<file path="config.mk">
export PLATFORM = sky130hd
export DESIGN_NAME = au4_ptr_tracker
export DESIGN_NICKNAME = d
export VERILOG_FILES = /design/src/rtl/au4_ptr_pkg.sv /design/src/rtl/au4_ptr_classify.sv /design/src/rtl/au4_ptr_fsm.sv /design/src/rtl/au4_evt_counter.sv /design/src/rtl/au4_j1_locator.sv /design/src/rtl/au4_ptr_tracker.sv
export SDC_FILE = /design/constraint.sdc
export NUM_CORES = 1
export LEC_CHECK = 0
export ABC_AREA = 1
export CORE_MARGIN = 4
export CORE_UTILIZATION = 60
export CTS_CLUSTER_SIZE = 25
export DETAILED_ROUTE_END_ITERATION = 16
export GPL_TIMING_DRIVEN = 0
export PLACE_DENSITY_LB_ADDON = 0.2
export SLEW_MARGIN = 20
export SYNTH_ARGS = -nofsm -noshare
export SYNTH_HDL_FRONTEND = slang
export SYNTH_SLANG_ARGS = --single-unit
export TNS_END_PERCENT = 10
</file>
<file path="constraint.sdc">
create_clock -name clk -period 17.5 [get_ports clk]
set_input_delay 3.5 -clock clk [delete_from_list [all_inputs] [get_ports clk]]
set_output_delay 3.5 -clock clk [all_outputs]
set_load 0.01 [all_outputs]
</file>
<file path="src/rtl/au4_ptr_pkg.sv">
package au4_ptr_pkg;
  typedef enum logic [1:0] {ST_NORM, ST_AIS, ST_LOP} trk_state_e;
  typedef enum logic [2:0] {
    W_INV, W_AIS, W_NORM, W_INC, W_DEC, W_NDF, W_NEW
  } wcls_e;
  localparam logic [3:0] FLAG_NORMAL = 4'b0110;
  localparam logic [3:0] FLAG_NEWDAT = 4'b1001;
  localparam logic [1:0] SS_FIXED    = 2'b10;
endpackage

</file>
<file path="src/rtl/au4_ptr_classify.sv">
module au4_ptr_classify
  import au4_ptr_pkg::*;
#(
  parameter int PTR_W   = 10,
  parameter int MAX_PTR = 782
) (
  input  logic [7:0]       h1,
  input  logic [7:0]       h2,
  input  logic [PTR_W-1:0] cur,
  input  logic             in_norm,
  input  logic             ss_chk_en,
  input  logic             ss_sel_prog,
  input  logic [1:0]       ss_prog,
  output wcls_e            cls,
  output logic [PTR_W-1:0] val
);
  logic [15:0]      word;
  logic [3:0]       flags;
  logic [1:0]       ss_exp;
  logic [PTR_W-1:0] dif;
  logic [3:0]       odd_inv, even_inv;
  logic             in_range, flag_ndf, flag_norm, ss_bad;

  assign word     = {h1, h2};
  assign flags    = word[15:12];
  assign val      = word[PTR_W-1:0];
  assign ss_exp   = ss_sel_prog ? ss_prog : SS_FIXED;
  assign ss_bad   = ss_chk_en && (word[11:10] != ss_exp);
  assign in_range = (val <= PTR_W'(MAX_PTR));
  assign flag_ndf  = ($countones(flags ^ FLAG_NEWDAT) <= 1);
  assign flag_norm = ($countones(flags ^ FLAG_NORMAL) <= 1);
  assign dif      = val ^ cur;

  always_comb begin
    odd_inv  = '0;
    even_inv = '0;
    for (int b = 0; b < PTR_W; b++) begin
      if (dif[b]) begin
        if (b % 2 == 1) odd_inv  = odd_inv + 4'd1;
        else            even_inv = even_inv + 4'd1;
      end
    end
  end

  always_comb begin
    cls = W_INV;
    if (word == 16'hFFFF)          cls = W_AIS;
    else if (ss_bad)               cls = W_INV;
    else if (flag_ndf)             cls = in_range ? W_NDF : W_INV;
    else if (!flag_norm)           cls = W_INV;
    else if (in_norm && dif == '0) cls = W_NORM;
    else if (in_norm && odd_inv >= 4'd3 && even_inv < 4'd3)  cls = W_INC;
    else if (in_norm && even_inv >= 4'd3 && odd_inv < 4'd3)  cls = W_DEC;
    else                           cls = in_range ? W_NEW : W_INV;
  end
endmodule

</file>
<file path="src/rtl/au4_ptr_fsm.sv">
module au4_ptr_fsm
  import au4_ptr_pkg::*;
#(
  parameter int PTR_W     = 10,
  parameter int MAX_PTR   = 782,
  parameter int INV_LIMIT = 8,
  parameter int NEW_LIMIT = 3,
  parameter int AIS_LIMIT = 3
) (
  input  logic             clk,
  input  logic             rst_n,
  input  logic             step,
  input  wcls_e            cls,
  input  logic [PTR_W-1:0] val,
  input  logic             ais_lop_dis,
  output trk_state_e       state,
  output logic [PTR_W-1:0] cur,
  output logic             pj_evt,
  output logic             nj_evt,
  output logic             ndf_evt
);
  localparam int INV_CW = $clog2(INV_LIMIT + 1);
  localparam int NEW_CW = $clog2(NEW_LIMIT + 1);
  localparam int AIS_CW = $clog2(AIS_LIMIT + 1);

  trk_state_e       state_n;
  logic [PTR_W-1:0] cur_n, cand, cand_n;
  logic [INV_CW-1:0] inv_c, inv_n;
  logic [NEW_CW-1:0] new_c, new_n;
  logic [AIS_CW-1:0] ais_c, ais_n;

  always_comb begin
    state_n = state;
    cur_n   = cur;
    cand_n  = cand;
    inv_n   = inv_c;
    new_n   = new_c;
    ais_n   = ais_c;
    pj_evt  = 1'b0;
    nj_evt  = 1'b0;
    ndf_evt = 1'b0;
    if (step) begin
      unique case (cls)
        W_AIS: begin
          inv_n = '0;
          new_n = '0;
          if (ais_c != AIS_CW'(AIS_LIMIT)) ais_n = ais_c + 1'b1;
          if (ais_n == AIS_CW'(AIS_LIMIT)) state_n = ST_AIS;
        end
        W_INV: begin
          ais_n = '0;
          new_n = '0;
          if (inv_c != INV_CW'(INV_LIMIT)) inv_n = inv_c + 1'b1;
          if (inv_n == INV_CW'(INV_LIMIT)) begin
            if (state == ST_NORM || (state == ST_AIS && !ais_lop_dis))
              state_n = ST_LOP;
          end
        end
        W_NORM: begin
          inv_n = '0; new_n = '0; ais_n = '0;
        end
        W_INC: begin
          inv_n = '0; new_n = '0; ais_n = '0;
          cur_n  = (cur == PTR_W'(MAX_PTR)) ? '0 : cur + 1'b1;
          pj_evt = 1'b1;
        end
        W_DEC: begin
          inv_n = '0; new_n = '0; ais_n = '0;
          cur_n  = (cur == '0) ? PTR_W'(MAX_PTR) : cur - 1'b1;
          nj_evt = 1'b1;
        end
        W_NDF: begin
          inv_n = '0; new_n = '0; ais_n = '0;
          cur_n   = val;
          state_n = ST_NORM;
          ndf_evt = 1'b1;
        end
        W_NEW: begin
          inv_n  = '0; ais_n = '0;
          new_n  = (val == cand && new_c != '0) ? new_c + 1'b1 : NEW_CW'(1);
          cand_n = val;
          if (new_n == NEW_CW'(NEW_LIMIT)) begin
            cur_n   = val;
            state_n = ST_NORM;
            new_n   = '0;
          end
        end
        default: ;
      endcase
    end
  end

  always_ff @(posedge clk) begin
    if (!rst_n) begin
      state <= ST_LOP;
      cur   <= '0;
      cand  <= '0;
      inv_c <= '0;
      new_c <= '0;
      ais_c <= '0;
    end else begin
      state <= state_n;
      cur   <= cur_n;
      cand  <= cand_n;
      inv_c <= inv_n;
      new_c <= new_n;
      ais_c <= ais_n;
    end
  end
endmodule

</file>
<file path="src/rtl/au4_evt_counter.sv">
module au4_evt_counter #(
  parameter int CNT_W = 8
) (
  input  logic             clk,
  input  logic             rst_n,
  input  logic             inc,
  input  logic             clr,
  output logic [CNT_W-1:0] cnt
);
  always_ff @(posedge clk) begin
    if (!rst_n)                 cnt <= '0;
    else if (clr)               cnt <= inc ? CNT_W'(1) : '0;
    else if (inc && ~&cnt)      cnt <= cnt + 1'b1;
  end
endmodule

</file>
<file path="src/rtl/au4_j1_locator.sv">
module au4_j1_locator #(
  parameter int PTR_W    = 10,
  parameter int ROWS     = 9,
  parameter int COLS     = 270,
  parameter int TOH_COLS = 9,
  parameter int PTR_ROW  = 3,
  parameter int ROW_W    = 4,
  parameter int COL_W    = 9
) (
  input  logic [PTR_W-1:0] cur,
  output logic [ROW_W-1:0] j1_row,
  output logic [COL_W-1:0] j1_col
);
  localparam int PAY_COLS = COLS - TOH_COLS;
  logic [15:0] lin, quo, rem, rsum;

  always_comb begin
    lin    = 16'(cur) * 16'd3;
    quo    = lin / 16'(PAY_COLS);
    rem    = lin % 16'(PAY_COLS);
    rsum   = 16'(PTR_ROW) + quo;
    j1_row = ROW_W'((rsum >= 16'(ROWS)) ? rsum - 16'(ROWS) : rsum);
    j1_col = COL_W'(16'(TOH_COLS) + rem);
  end
endmodule

</file>
<file path="src/rtl/au4_ptr_tracker.sv">
module au4_ptr_tracker
  import au4_ptr_pkg::*;
#(
  parameter int ROWS      = 9,
  parameter int COLS      = 270,
  parameter int TOH_COLS  = 9,
  parameter int PTR_ROW   = 3,
  parameter int PTR_W     = 10,
  parameter int MAX_PTR   = 782,
  parameter int CNT_W     = 8,
  parameter int INV_LIMIT = 8,
  parameter int NEW_LIMIT = 3,
  parameter int AIS_LIMIT = 3,
  parameter int ROW_W     = $clog2(ROWS),
  parameter int COL_W     = $clog2(COLS)
) (
  input  logic             clk,
  input  logic             rst_n,
  input  logic             en,
  input  logic             in_valid,
  output logic             in_ready,
  input  logic [7:0]       in_data,
  input  logic [ROW_W-1:0] in_row,
  input  logic [COL_W-1:0] in_col,
  input  logic             ss_chk_en,
  input  logic             ss_sel_prog,
  input  logic [1:0]       ss_prog,
  input  logic             ais_lop_dis,
  input  logic             rd_pj,
  input  logic             rd_nj,
  input  logic             rd_ndf,
  output logic             j1_mark,
  output logic             spe_mark,
  output logic             path_ais,
  output logic             lop,
  output logic [PTR_W-1:0] ptr_out,
  output logic [CNT_W-1:0] pj_cnt,
  output logic [CNT_W-1:0] nj_cnt,
  output logic [CNT_W-1:0] ndf_cnt
);
  localparam int H1_COL   = 0;
  localparam int H2_COL   = H1_COL + 3;
  localparam int N_CNT    = 3;

  logic             accept, at_h1, at_h2, in_norm;
  logic [7:0]       h1_q;
  wcls_e            cls;
  logic [PTR_W-1:0] val, cur;
  trk_state_e       state;
  logic             pj_evt, nj_evt, ndf_evt;
  logic             pj_now, nj_now;
  logic [ROW_W-1:0] j1_row;
  logic [COL_W-1:0] j1_col;
  logic [N_CNT-1:0] evt, clr;
  logic [CNT_W-1:0] cnt [N_CNT];
  logic             in_pay, pos_stuff, neg_opp;

  assign in_ready = en;
  assign accept   = in_valid && en;
  assign at_h1    = accept && in_row == ROW_W'(PTR_ROW) && in_col == COL_W'(H1_COL);
  assign at_h2    = accept && in_row == ROW_W'(PTR_ROW) && in_col == COL_W'(H2_COL);
  assign in_norm  = (state == ST_NORM);

  always_ff @(posedge clk) begin
    if (!rst_n)     h1_q <= '0;
    else if (at_h1) h1_q <= in_data;
  end

  au4_ptr_classify #(.PTR_W(PTR_W), .MAX_PTR(MAX_PTR)) cls_i (
    .h1(h1_q), .h2(in_data), .cur(cur), .in_norm(in_norm),
    .ss_chk_en(ss_chk_en), .ss_sel_prog(ss_sel_prog), .ss_prog(ss_prog),
    .cls(cls), .val(val)
  );

  au4_ptr_fsm #(
    .PTR_W(PTR_W), .MAX_PTR(MAX_PTR), .INV_LIMIT(INV_LIMIT),
    .NEW_LIMIT(NEW_LIMIT), .AIS_LIMIT(AIS_LIMIT)
  ) fsm_i (
    .clk(clk), .rst_n(rst_n), .step(at_h2), .cls(cls), .val(val),
    .ais_lop_dis(ais_lop_dis), .state(state), .cur(cur),
    .pj_evt(pj_evt), .nj_evt(nj_evt), .ndf_evt(ndf_evt)
  );

  always_ff @(posedge clk) begin
    if (!rst_n) begin
      pj_now <= 1'b0;
      nj_now <= 1'b0;
    end else if (accept && in_col == '0) begin
      pj_now <= 1'b0;
      nj_now <= 1'b0;
    end else begin
      if (pj_evt) pj_now <= 1'b1;
      if (nj_evt) nj_now <= 1'b1;
    end
  end

  au4_j1_locator #(
    .PTR_W(PTR_W), .ROWS(ROWS), .COLS(COLS), .TOH_COLS(TOH_COLS),
    .PTR_ROW(PTR_ROW), .ROW_W(ROW_W), .COL_W(COL_W)
  ) loc_i (
    .cur(cur), .j1_row(j1_row), .j1_col(j1_col)
  );

  assign in_pay    = in_col >= COL_W'(TOH_COLS);
  assign pos_stuff = pj_now && in_row == ROW_W'(PTR_ROW) && in_col < COL_W'(TOH_COLS + 3);
  assign neg_opp   = nj_now && in_row == ROW_W'(PTR_ROW) && !in_pay &&
                     in_col >= COL_W'(TOH_COLS - 3);
  assign j1_mark   = accept && in_norm && in_row == j1_row && in_col == j1_col;
  assign spe_mark  = accept && in_norm && ((in_pay && !pos_stuff) || neg_opp);

  assign evt = {ndf_evt, nj_evt, pj_evt};
  assign clr = {rd_ndf, rd_nj, rd_pj};

  for (genvar k = 0; k < N_CNT; k++) begin : g_cnt
    au4_evt_counter #(.CNT_W(CNT_W)) cnt_i (
      .clk(clk), .rst_n(rst_n), .inc(evt[k]), .clr(clr[k]), .cnt(cnt[k])
    );
  end

  assign pj_cnt   = cnt[0];
  assign nj_cnt   = cnt[1];
  assign ndf_cnt  = cnt[2];
  assign path_ais = (state == ST_AIS);
  assign lop      = (state == ST_LOP);
  assign ptr_out  = cur;
endmodule

</file>
# == Yosys cells after proc, flatten, opt, wreduce, memory -nomap -nowiden ==
# Index checks and enable logic that the tools add are counted.
# word_totals
word_cells,197
regBits,64
# classes
n_mul,1
magnitude_cmp,11
div_mod_pow,2
n_bitwise,4
eq_ne,25
reduce_logical,61
n_addsub,25
n_mux,56
# ops
cell,n
$add 32x32->32,2
$le 32x2->1 const B,2
$mux 4,12
$mux 8,6
$pmux 10 s4,1
$mux 10,3
$add 4x1->4 const B,7
$mux 3,9
$logic_and 1x1->1,26
$add 8x1->8 const B,3
$reduce_and 8->1,3
$logic_not 10->1,2
$mux 2,10
$reduce_or 6->1,3
$add 2x16->16 const A,1
$div 12x9->16 const B,1
$eq 16x16->1 const B,1
$ge 16x4->1 const B,1
$mod 12x9->16 const B,1
$reduce_bool 2->1,7
$mul 10x2->12 const B,1
$mux 1,11
$add 10x1->10 const B,1
$eq 10x10->1,1
other kinds (43),70

# == Depth between registers and ports, before layout ==
# logic_depth
ltp_word,26
mapped_depth,58
ltp_nobuf,56

# == By module ==
# Synthesis repeated with hierarchy kept, for this count alone.
# hier_totals
hier_cells,1440
area_unflattened_um2,8839.7
# modules_own_cells
mod,area_each_um2,n_inst,cells_per_inst,seq_area_each_um2
au4_j1_locator,3078.0,1,496,0.0
au4_ptr_fsm,2351.0,1,387,600.6
au4_evt_counter,483.0,3,73,160.2
au4_ptr_classify,1154.9,1,207,0.0
au4_ptr_tracker,807.0,1,131,200.2

# == Worst setup path after synthesis ==
# No wires, ideal clock.
# synth_path
kind,register to output
from,register fsm_i.cur[0]
to,output j1_mark
arrival_ns,6.503
path_stages_with_launch,50
path_buffers,4
slack_ns,7.497
cell_sequence,dfxtp_1 ha_1 fa_1 xor2_1 ha_1 nand3b_1 nand2_1 nand2_2 nor2_4 nand2_2 nand2_4 nand2_4 buf_6 nand2_2 nand2_4 inv_2 o21a_4 nand2_4 [... 14 more ...] nand3_1 nand2_1 inv_1 nand3_2 nand2_2 nand2_4 buf_6 nand2_1 nand2_2 ha_1 xor2_1 nor2_1 nand3_1 nor2_1 nand3_1 nor2_1 nand3_1 nor2_1
# synth_via
elab_chain_len,8
word_cells_on_any_way,12
classes_between,3 x add/sub; 1 x mul; 2 x div; 1 x order compare; 2 x eq/ne; 1 x mux; 2 x reduce/logical
# synth_rtl
item,line_no,rtl
from (decl),au4_ptr_fsm.sv:17,"output logic [PTR_W-1:0] cur,"
from (signal assigned),au4_ptr_fsm.sv:103,cur <= cur_n;
$mul 10x2->12 *,au4_j1_locator.sv:18,lin = 16'(cur) * 16'd3;
$div 12x9->16,au4_j1_locator.sv:19,quo = lin / 16'(PAY_COLS);
$add 2x16->16,au4_j1_locator.sv:21,rsum = 16'(PTR_ROW) + quo;
$ge 16x4->1 or $sub 4x4->4 (tied branches),au4_j1_locator.sv:22,j1_row = ROW_W'((rsum >= 16'(ROWS)) ? rsum - 16'(ROWS) : rsum);
$mux 4,au4_j1_locator.sv:22,
$eq 4x4->1,au4_ptr_tracker.sv:108,assign j1_mark = accept && in_norm && in_row == j1_row && in_col == j1_col;
$logic_and 1x1->1,au4_ptr_tracker.sv:108,
$logic_and 1x1->1 *,au4_ptr_tracker.sv:108,
to (decl),au4_ptr_tracker.sv:32,"output logic j1_mark,"
# Mark *: on every way between the ends. The rest lies on a longest branch, timed or not.

# == Final worst setup path ==
# layout_path
from,register fsm_i.cur[1]
to,output j1_mark
# Same word-level chain as after synthesis.

==> parameters.txt <==
Parameter                              Value

Finish
  Number of diodes added for antenna fixing    0
  Final core utilization    0.709
  Share of final-layout standard cells stronger than drive strength 1    0.0866
  Area overhead of the layout relative to synthesis    15.7%
  Number of nets in the finished design    roughly 1,400

Hold path
  Endpoint of the worst hold-timing path    nj_now$_SDFFE_PP0P_
  Startpoint of the lowest-slack hold path    nj_now$_SDFFE_PP0P_
  Instance count along the most critical hold path    2
  Hold Path Class    reg2reg

Synthesis
  Fraction of post-synthesis cell area in the top cell type by area    0.174
  Main combinational cell family by area after synthesis    simple AND/OR/NAND/NOR gates
  Share of synthesized cell area in full adder, half adder and majority cells    0.112
  Number of standard cells after synthesis    roughly 1,200
  Compound-cell area share of the yosys netlist    0.131
  Proportion of register bits with asynchronous set or reset after synthesis    0
  Sequential fraction of the synthesis area    0.174
  Post-synth cell types    49
  Avg Synthesized Cell Area    6.14 um^2
  Post-synthesis mux area share    0
  Post-Syn Area    roughly 7400 um^2
  Area share of xor/xnor cells in the synthesized design    0.0641
  Total of flip-flops plus latches after synthesis    64
  Syn_nets    about 1,300
  Cells taking the most area after synthesis    sky130_fd_sc_hd__dfxtp_1 17%, sky130_fd_sc_hd__nand2_1 15%, sky130_fd_sc_hd__ha_1 10%
  Number of synthesized flops with an enable pin    0
  Top cell type by total area after synthesis    sky130_fd_sc_hd__dfxtp_1
  Simple logic cell fraction of the synthesized area    0.407
  Post-synth top flop    sky130_fd_sc_hd__dfxtp_1
  Number of warnings printed during yosys synthesis    0

GRT
  Number of antenna violations at the first check in global routing    0
  Leftover overflow at the end of global routing    0
  Largest net degree at the start of global routing    12
  Total global-route track usage    0.269
  Number of global-route vias before repair    roughly 7,300
  Global-route wire length before repair    about 32,000 um

CTS
  Count of H-tree levels built during CTS    3
  CTS root buffer    sky130_fd_sc_hd__clkbuf_16
  Resize count post-CTS    0
  Num CTS Buffers    9
  Clk slew on worst S/H paths    50 ps
  # Post-CTS Setup Buffers    0
  TritonCTS clock tree    done
  CTS Sinks    64
  Latest clock arrival within the worst-skew pair    approximately 330 ps
  Hold-fix buffers at CTS    0
  Maximum buffer depth of the clock tree    2

STA
  Period Utilization, post-route    0.678
  Unrepaired setup endpoints after global routing    no
  Final critical-path setup slack    5630 ps
  Tightest hold margin    between 400 and 500 ps
  Setup violators final    0
  Total count of hold-check failures in the final report    0
  Total negative setup slack    0 ps
  Fin. max-slew vios    0
  Slew @ Worst Pin    about 1000 ps
  Fmax    84.2 MHz
  Clock Skew    5.60 ps
  Final min period    11,870 ps
  Relative max-transition margin    0.328

Die
  Full die area    14,100 um^2
  Area inside the core boundary    around 12,000 um^2
  Ports    72
  Std cell rows    40
  Overall die width    119 um
  Initial core utilization    0.613
  DIE HEIGHT    ~120 um

Drt
  Post-detailed-route via-to-cell ratio    5.58
  Final wirelength    19,000 um
  Post-route ant nets    0
  Post-route DRC violation count    0
  DR pass1 iterations    6
  Initial detailed-routing violation count    726
  Total vias in the final route    about 8,000
  Routed wire length per instance    13.3 um

Place
  Final HPWL from detailed placement    15,000 um
  Worst slack at placement    6060 ps
  Routability cong.    approximately 0.92
  Number of buffers inserted by port buffering    68

Power
  Leakage    ~0.0042 uW
  Power dissipated by switching net loads    87.6 uW
  Maximum vdd ir drop    0.0000668 V
  Cell Int Power    270 uW
  Sw Ratio    0.245
  Comb pwr share    0.100
  Clock network fraction of design power    0.491
  Total power divided by cell area    between 40 and 50 nW/um^2
  Share of power burned in registers    0.409

Setup path
  Path depth of the worst reg2reg path    29
  Origin of the critical flop-to-flop path    fsm_i.cur[0]$_SDFFE_PN0P_
  Crit. End Element    output port
  Worst EP required    14,000 ps
  CP most frequent cell    sky130_fd_sc_hd__nand2_2
  Slack of the worst reg-to-reg path    11,220 ps
  Crit-path max cell delay    between 500 and 600 ps
  Top fanout value on the critical path    11
  Crit Path Category    reg2out
  Critical path arrival    8370 ps
  Nature of the critical path startpoint    register
  Endpoint of the worst-slack reg-to-reg timing path    fsm_i.cur[0]$_SDFFE_PN0P_
  Highest-delay cell along the critical path    sky130_fd_sc_hd__dfxtp_1

Run status
  Result of the run    completed

Job
  MaxCap Viol Count    0
-- cell usage after synthesis (all sizes together), types with 2 or more instances --
master / number
nand2: 329
inv: 194
nand3: 117
nor2: 117
a21oi: 65
dfxtp: 64
o21ai: 63
ha: 61
xor2: 45
nor3: 26
nand4: 24
nand3b: 10
nor4: 10
a31oi: 8
clkbuf: 8
xnor2: 8
a211oi: 6
o211ai: 6
o22ai: 6
a221oi: 5
buf: 5
or2: 4
fa: 3
and2: 2
clkinv: 2
o2111ai: 2
o21a: 2
-- power by group through the flow --
stage               logic [uW]  clock network [uW]  registers, uW
global placement          34.2                   0            150
CTS                       35.4                 176            146
detailed placement        35.0                   0            150
floorplan                 19.8                   0            150
finish                    35.9                 176            146
global route              39.9                 183            146
-- how the worst max path moves through the flow --
| stage | startpoint | endpoint | slack [ps] | cells after the start |
|---|---|---|---|---|
| 5_1_grt | fsm_i.cur[1]$_SDFFE_PN0P_ | j1_mark | 4870 | 51 |
| 3_3_place_gp | fsm_i.cur[1]$_SDFFE_PN0P_ | j1_mark | 6170 | 50 |
| 2_1_floorplan | fsm_i.cur[0]$_SDFFE_PN0P_ | j1_mark | 7500 | 49 |
| 4_1_cts | fsm_i.cur[1]$_SDFFE_PN0P_ | j1_mark | 5690 | 50 |
| 6_report | fsm_i.cur[1]$_SDFFE_PN0P_ | j1_mark | 5630 | 50 |
| 3_5_place_dp | fsm_i.cur[1]$_SDFFE_PN0P_ | j1_mark | 6060 | 50 |
-- kinds of logic (layout without fill, tap and decap cells) --
logic type,after synthesis,in the layout
and+or+nand+nor,639,639
buffers and inverters,209,293
AOI/OAI and AO/OA,169,169
adders and majority gates,64,64
DFF,64,64
xor gates and xnor gates,53,53
-- per-layer routing --
metal / vias to the layer above / global-route usage / wire (um)
li1: 4056 / - / -
met1: 3617 / 0.353 / 8620
met2: 258 / 0.456 / 8750
met3: 42 / 0.0325 / 1190
met4: 0 / 0.0934 / 456
met5: - / 0 / 0
-- critical path, delay by kind of cell (launching register included) --
family / cells / cell delay, ps
AOI/OAI and AO/OA: 1 / 250
DFF: 1 / 590
xor gates and xnor gates: 3 / 930
buffers and inverters: 9 / 1420
adders and majority gates: 6 / 1720
and+or+nand+nor: 31 / 3100
-- sequential cells by signal, summed over array words and instances (netlist names), 2 cells and up --
signal           flops
g_cnt.cnt_i.cnt     24
fsm_i.cand          10
fsm_i.state          2
fsm_i.new_c          2
fsm_i.cur           10
fsm_i.ais_c          2
h1_q                 8
fsm_i.inv_c          4
-- area by class of cell --
| cell class | count | area (um^2) |
|---|---|---|
| multi-input combinational | 925 | 5250 |
| fill | 1072 | 3500 |
| buffer | 13 | 90.1 |
| sequential | 64 | 1280 |
| clock buffer | 10 | 229 |
| clock inverter | 6 | 60.1 |
| inverter | 196 | 736 |
| timing repair buffer | 68 | 681 |
| tap | 147 | 184 |
-- cell usage in the layout, fill, tap and decap left out, types with 7 or more instances in the layout --
master / instances
sky130_fd_sc_hd__a21oi_1: 64
sky130_fd_sc_hd__a31oi_1: 8
sky130_fd_sc_hd__clkbuf_1: 9
sky130_fd_sc_hd__clkbuf_16: 9
sky130_fd_sc_hd__clkdlybuf4s50_1: 68
sky130_fd_sc_hd__dfxtp_1: 64
sky130_fd_sc_hd__ha_1: 61
sky130_fd_sc_hd__inv_1: 180
sky130_fd_sc_hd__inv_2: 14
sky130_fd_sc_hd__nand2_1: 285
sky130_fd_sc_hd__nand2_2: 35
sky130_fd_sc_hd__nand2_4: 9
sky130_fd_sc_hd__nand3_1: 104
sky130_fd_sc_hd__nand3_2: 12
sky130_fd_sc_hd__nand3b_1: 10
sky130_fd_sc_hd__nand4_1: 24
sky130_fd_sc_hd__nor2_1: 106
sky130_fd_sc_hd__nor2_2: 7
sky130_fd_sc_hd__nor3_1: 25
sky130_fd_sc_hd__nor4_1: 10
sky130_fd_sc_hd__o21ai_0: 57
sky130_fd_sc_hd__xnor2_1: 8
sky130_fd_sc_hd__xor2_1: 44
-- metrics by stage --
step	cell area, um^2	instances	total power [uW]
after floorplan	7360	1198	169
after global placement	8220	1413	184
after detailed placement	8220	1413	185
after CTS	8510	1429	358
after global routing	8510	1429	370
final	8510	1429	358
No activity file was read; power rests on OpenSTA's default activity.
